===== config.mk =====
export PLATFORM = sky130hd
export DESIGN_NAME = io_perm_check
export DESIGN_NICKNAME = d
export VERILOG_FILES = /design/src/rtl/io_perm_pkg.sv /design/src/rtl/io_perm_policy.sv /design/src/rtl/io_perm_span.sv /design/src/rtl/io_perm_check.sv
export SDC_FILE = /design/constraint.sdc
export NUM_CORES = 1
export LEC_CHECK = 0
export BUFFER_PORTS_ARGS = -buffer_cell sky130_fd_sc_hd__buf_4
export CELL_PAD_IN_SITES_DETAIL_PLACEMENT = 1
export CELL_PAD_IN_SITES_GLOBAL_PLACEMENT = 2
export CORE_AREA = 3 3 95 75
export CTS_CLUSTER_DIAMETER = 50
export DETAILED_ROUTE_END_ITERATION = 10
export DIE_AREA = 0 0 98 78
export PLACE_DENSITY_LB_ADDON = 0.15
export SYNTH_ARGS = -nofsm -noshare
export SYNTH_HDL_FRONTEND = slang
export SYNTH_SLANG_ARGS = --single-unit

===== constraint.sdc =====
create_clock -name clk -period 1.62 [get_ports clk]
set_clock_uncertainty 0.05 [all_clocks]
set_input_delay 0.162 -clock clk [delete_from_list [all_inputs] [get_ports clk]]
set_output_delay 0.162 -clock clk [all_outputs]
set_load 0.005 [all_outputs]

===== src/rtl/io_perm_pkg.sv =====
// Shared types for the I/O privilege gate.
// Assumes privilege levels are small unsigned numbers, 0 = most privileged.
package io_perm_pkg;

    // Sequencer states of the gate
    typedef enum logic [1:0] {
        ST_IDLE   = 2'd0,
        ST_FETCH0 = 2'd1,
        ST_FETCH1 = 2'd2,
        ST_DONE   = 2'd3
    } io_state_e;

    // Resolution path chosen by the privilege policy
    typedef enum logic [1:0] {
        PATH_ALLOW = 2'd0,
        PATH_FAULT = 2'd1,
        PATH_MAP   = 2'd2
    } io_path_e;

    // Width code to a run of covered bits: 00 -> 1, 01 -> 2, 1x -> 4
    function automatic logic [7:0] width_run(input logic [1:0] code);
        logic [7:0] run;
        case (code)
            2'b00:   run = 8'h01;
            2'b01:   run = 8'h03;
            default: run = 8'h0F;
        endcase
        return run;
    endfunction

endpackage


===== src/rtl/io_perm_policy.sv =====
// Privilege policy: picks direct allow, direct fault or a bitmap lookup.
// Purely combinational. Assumes both levels use the same encoding.
module io_perm_policy
    import io_perm_pkg::*;
#(
    parameter int PRIV_W = 2
) (
    input  logic [PRIV_W-1:0] cpl,
    input  logic [PRIV_W-1:0] iopl,
    input  logic              is_port_io,
    input  logic              tss32,
    output io_path_e          path
);

    // Decide the path from the level comparison and the task segment kind
    always_comb begin
        if (cpl <= iopl)
            path = PATH_ALLOW;
        else if (tss32 && is_port_io)
            path = PATH_MAP;
        else
            path = PATH_FAULT;
    end

endmodule


===== src/rtl/io_perm_span.sv =====
// Covered-bit geometry: turns a port and a width code into byte offsets
// and per-byte bit masks. At most two bytes are ever touched because the
// widest access is 4 ports. The second offset wraps modulo the bitmap size.
module io_perm_span
    import io_perm_pkg::*;
#(
    parameter int PORT_W = 16,
    localparam int BADDR_W = PORT_W - 3
) (
    input  logic [PORT_W-1:0]  port,
    input  logic [1:0]         size,
    output logic [BADDR_W-1:0] addr_first,
    output logic [BADDR_W-1:0] addr_next,
    output logic [7:0]         mask_first,
    output logic [7:0]         mask_next,
    output logic               spans_two
);

    logic [15:0] window;

    // Slide the run of covered bits to the starting bit of the port
    always_comb begin
        window     = {8'h00, width_run(size)} << port[2:0];
        mask_first = window[7:0];
        mask_next  = window[15:8];
        spans_two  = |window[15:8];
    end

    // Byte offsets of the first and following bitmap bytes
    always_comb begin
        addr_first = port[PORT_W-1:3];
        addr_next  = addr_first + BADDR_W'(1);
    end

endmodule


===== src/rtl/io_perm_check.sv =====
// I/O privilege gate top. It latches a request on start when idle. It
// resolves the request directly or through up to two bitmap byte reads,
// then pulses done with one verdict. Assumes the memory holds mem_data
// valid only in the cycle it raises mem_valid while mem_req is high.
module io_perm_check
    import io_perm_pkg::*;
#(
    parameter int PORT_W = 16,
    parameter int PRIV_W = 2,
    localparam int BADDR_W = PORT_W - 3
) (
    input  logic               clk,
    input  logic               rst_n,
    input  logic               start,
    input  logic [PRIV_W-1:0]  cpl,
    input  logic [PRIV_W-1:0]  iopl,
    input  logic               is_port_io,
    input  logic               tss32,
    input  logic [PORT_W-1:0]  port,
    input  logic [1:0]         size,
    output logic               busy,
    output logic               done,
    output logic               allow,
    output logic               fault,
    output logic               mem_req,
    output logic [BADDR_W-1:0] mem_addr,
    input  logic               mem_valid,
    input  logic [7:0]         mem_data
);

    io_state_e          state;
    io_path_e           path;
    logic [PORT_W-1:0]  port_q;
    logic [1:0]         size_q;
    logic               deny_q;
    logic               verdict_q;
    logic [BADDR_W-1:0] addr_first, addr_next;
    logic [7:0]         mask_first, mask_next;
    logic               spans_two;
    logic               hit_first, hit_next;

    io_perm_policy #(.PRIV_W(PRIV_W)) u_policy (
        .cpl        (cpl),
        .iopl       (iopl),
        .is_port_io (is_port_io),
        .tss32      (tss32),
        .path       (path)
    );

    io_perm_span #(.PORT_W(PORT_W)) u_span (
        .port       (port_q),
        .size       (size_q),
        .addr_first (addr_first),
        .addr_next  (addr_next),
        .mask_first (mask_first),
        .mask_next  (mask_next),
        .spans_two  (spans_two)
    );

    // Deny hits in the returned byte for whichever fetch is active
    always_comb begin
        hit_first = |(mem_data & mask_first);
        hit_next  = |(mem_data & mask_next);
    end

    // Request sequencer: latch, resolve, fetch, report
    always_ff @(posedge clk) begin
        if (!rst_n) begin
            state     <= ST_IDLE;
            port_q    <= '0;
            size_q    <= '0;
            deny_q    <= 1'b0;
            verdict_q <= 1'b0;
        end else begin
            case (state)
                ST_IDLE: begin
                    if (start) begin
                        port_q <= port;
                        size_q <= size;
                        deny_q <= 1'b0;
                        case (path)
                            PATH_ALLOW: begin
                                verdict_q <= 1'b1;
                                state     <= ST_DONE;
                            end
                            PATH_MAP: begin
                                verdict_q <= 1'b0;
                                state     <= ST_FETCH0;
                            end
                            default: begin
                                verdict_q <= 1'b0;
                                state     <= ST_DONE;
                            end
                        endcase
                    end
                end
                ST_FETCH0: begin
                    if (mem_valid) begin
                        if (spans_two) begin
                            deny_q <= hit_first;
                            state  <= ST_FETCH1;
                        end else begin
                            verdict_q <= !hit_first;
                            state     <= ST_DONE;
                        end
                    end
                end
                ST_FETCH1: begin
                    if (mem_valid) begin
                        verdict_q <= !(deny_q || hit_next);
                        state     <= ST_DONE;
                    end
                end
                default: state <= ST_IDLE;
            endcase
        end
    end

    // Port outputs decoded from the sequencer state
    always_comb begin
        busy     = (state != ST_IDLE);
        done     = (state == ST_DONE);
        allow    = done && verdict_q;
        fault    = done && !verdict_q;
        mem_req  = (state == ST_FETCH0) || (state == ST_FETCH1);
        mem_addr = (state == ST_FETCH1) ? addr_next : addr_first;
    end

endmodule


==> impl_metrics.toml <==
[run_status]
status = "complete, but fails checks"
violations = "negative setup slack"

[routing]
wl_met3_um = 217
drt-vias-per-instance = 4.60
route.vias.total = 1619
drtIter0Drc = 47
drcViolationCount = 0
wl_met2_um = 2110
top_layer = "met4"
ant_nets = 0
routedWlPerCell_um = 14.0
wirelength_um = 4940
met1_length_um = 2570
dr.pass1.iters = 4

[final_layout]
n_antenna_cell = 0
final_util_pct = 39.0
drive_above_1_share_pct = 49.4
final_area_sq_um = 2420
fin_nets = 315
syn2layout_area_growth_pct = 62.9
fill_cells = 752

[placed_design]
pre_cts_ws_ps = -46.6
place_area_sq_um = 2140
routabilityCongestion = 0.750
hpwl_um = 3920
port_buffers = 53

[global_route]
groute.usage.overall_pct = 13.3
grt_max_degree = 24
grt_overflow_total = 0
grt_pass1_wl_um = 8380
grt_antenna_before_repair = 0
grt_pass1_vias = 1705

[timing]
worst_slack_ps = -110
finalHoldViolCount = 0
slew-limit-headroom_pct = 73.3
period_minus_slack_ps = 1730
finalSetupViolations = 9
fmax_mhz = 578
fin_tns_setup_ps = -764
tightest_slew_ps = 400
maxSlewViolCount = 0
rsz0062_at_grt = "yes"
finalCritPeriodShare_pct = 107

[min_path]
hold_path.class = "in -> reg"

[clock_network]
cts_buffers = 3
numClockSinks = 22
root_buffer = "clkbuf_8"
cts_hold_buf = 0
clkTransAtPathRegs_ps = 90
cts_buffer_depth = 2
insertion_delay_ps = 270
cts_tree = "yes"
cts_htree_levels = 1

[die]
die_area_sq_um = 7640
rows = 25
fp.dieW_um = 98
initial_core_util_pct = 23.9
die_height_um = 78
io_pins = 54
core_area_sq_um = 6220

[flow_run]
cap_violations = 0

[pwr]
p_int_mw = 1.77
clockPowerShare_pct = 14.1
power.share.switching_pct = 38.5
p_per_area_nw_per_um2 = 1190
cellLeakagePower_nw = 1.06
vdd.ir_drop.worst_v = 0.000554
p_sw_mw = 1.11
p_seq_share_pct = 27.8
power.total_mw = 2.88
p_comb_share_pct = 58.1

[synth]
synth-seq-area-share_pct = 29.6
synth_flop_cell = "dfxtp_1"
ys_seq_elements = 22
syn_inst = 191
ys_warn_count = 0
syn_avg_cell_area_sq_um = 7.80
syn_nets = 234
synth-edff-count = 0
synth_area_sq_um = 1490
synthDistinctLibCells = 45
synth-async-reset-ratio_pct = 0

[setup_path]
path_buf_inv = 2
cpMaxStageDelayCell = "dfxtp_2"
critical_path_required_ps = 1410
path_delay_family = "simple AND/OR/NAND/NOR gates"
critPathMaxFanout = 4
slowest_delay_ps = 340
cp-start-kind = "register"
cp-end-kind = "primary output"
critPathKind = "reg -> out"
worstPathArrival_ps = 1520
crit_chain = "inv_2 -> ha_4 -> nand3_4 -> nor2_4 -> and2_4 -> nand2_1 -> xnor2_1 -> buf_4"
worst min-delay path: stages:
cell and delay [ps]:
buf_4 110, nand2_1 40, a21boi_0 60
final cells by class:
type | count | area (sq um) | area share (%)
multi-input combinational | 152 | 1140 | 47.1
timing repair buffer | 85 | 646 | 26.6
sequential | 22 | 452 | 18.6
tap | 81 | 101 | 4.18
clock buffer | 4 | 55.1 | 2.27
inverter | 8 | 30.0 | 1.24
metrics by stage:
step           hold slack [ps]  instances
6_report                  91.8        352
3_3_place_gp               379        344
4_1_cts                   96.7        353
3_5_place_dp               388        344
5_1_grt                   93.8        352
2_1_floorplan              257        191
placed cells by master (no fill, tap or decap), types with 3 or more instances in the layout:
| cell | count |
|---|---|
| dfxtp_2 | 6 |
| nor2b_1 | 5 |
| buf_4 | 83 |
| xor2_1 | 3 |
| nand2_1 | 47 |
| o21ai_0 | 3 |
| xnor2_1 | 5 |
| xnor2_2 | 4 |
| nor2_1 | 3 |
| ha_4 | 4 |
| o21ai_1 | 3 |
| inv_1 | 6 |
| a21boi_0 | 19 |
| clkbuf_8 | 4 |
| dfxtp_1 | 15 |
| nand3_1 | 3 |
| nand3_2 | 4 |
power groups by stage:
stage               combinational [mW]  clock (mW)  sequential (mW)
global route                      1.88       0.450            0.821
global placement                  1.45           0            0.772
finish                            1.68       0.408            0.800
CTS                               1.60       0.421            0.781
floorplan                        0.742           0            0.746
detailed placement                1.46           0            0.775
cells by family after synthesis:
| family | count (synthesis) | synth area share (%) |
|---|---|---|
| simple gates | 83 | 26.0 |
| compound gates | 48 | 23.9 |
| flops | 22 | 29.6 |
| buf+inv | 17 | 6.22 |
| xor+xnor | 12 | 7.06 |
| fa+ha+maj | 7 | 5.88 |
| mux | 2 | 1.43 |
final timing paths:
| path | start | slack, ps | endpoint | depth (start not counted) |
|---|---|---|---|---|
| max reg2reg | port_q[1] | 40 | deny_q | 6 |
| max | state[0] | -110 | mem_addr[9] | 8 |
| min reg2reg | port_q[11] | 440 | port_q[11] | 2 |
| min | port[10] | 90 | port_q[10] | 3 |
sequential cells by signal (all words and copies together), names as in the netlist:
name and flops:
port_q 16, size_q 2, state 2, deny_q 1
verdict_q 1
metal layers:
metal | vias to the layer above | GRT usage, %
met3 | 6 | 3.23
met2 | 40 | 19.8
met4 | 0 | 1.66
met5 | - | 0
met1 | 758 | 19.8
li1 | 815 | -
synthesized netlist by cell type (all sizes together) (3+ instances only):
| master | n | area [sq um] |
|---|---|---|
| a21boi | 20 | 150 |
| a21oi | 4 | 23.8 |
| and2 | 3 | 18.8 |
| buf | 5 | 37.5 |
| clkbuf | 4 | 25.0 |
| dfxtp | 22 | 440 |
| ha | 7 | 87.6 |
| inv | 8 | 30.0 |
| nand2 | 49 | 184 |
| nand3 | 9 | 50.1 |
| nor2 | 6 | 25.0 |
| nor2b | 5 | 31.3 |
| o21ai | 8 | 43.8 |
| xnor2 | 9 | 78.8 |
| xor2 | 3 | 26.3 |
what timing repair did:
action                                  CTS  global route
pin swaps                                 9             6
endpoints found under the setup margin   16            31
gates cloned                              0             0
setup buffers                             6             0
gates resized for setup                  20            32
Note: power is estimated with default switching activity, not from simulation.
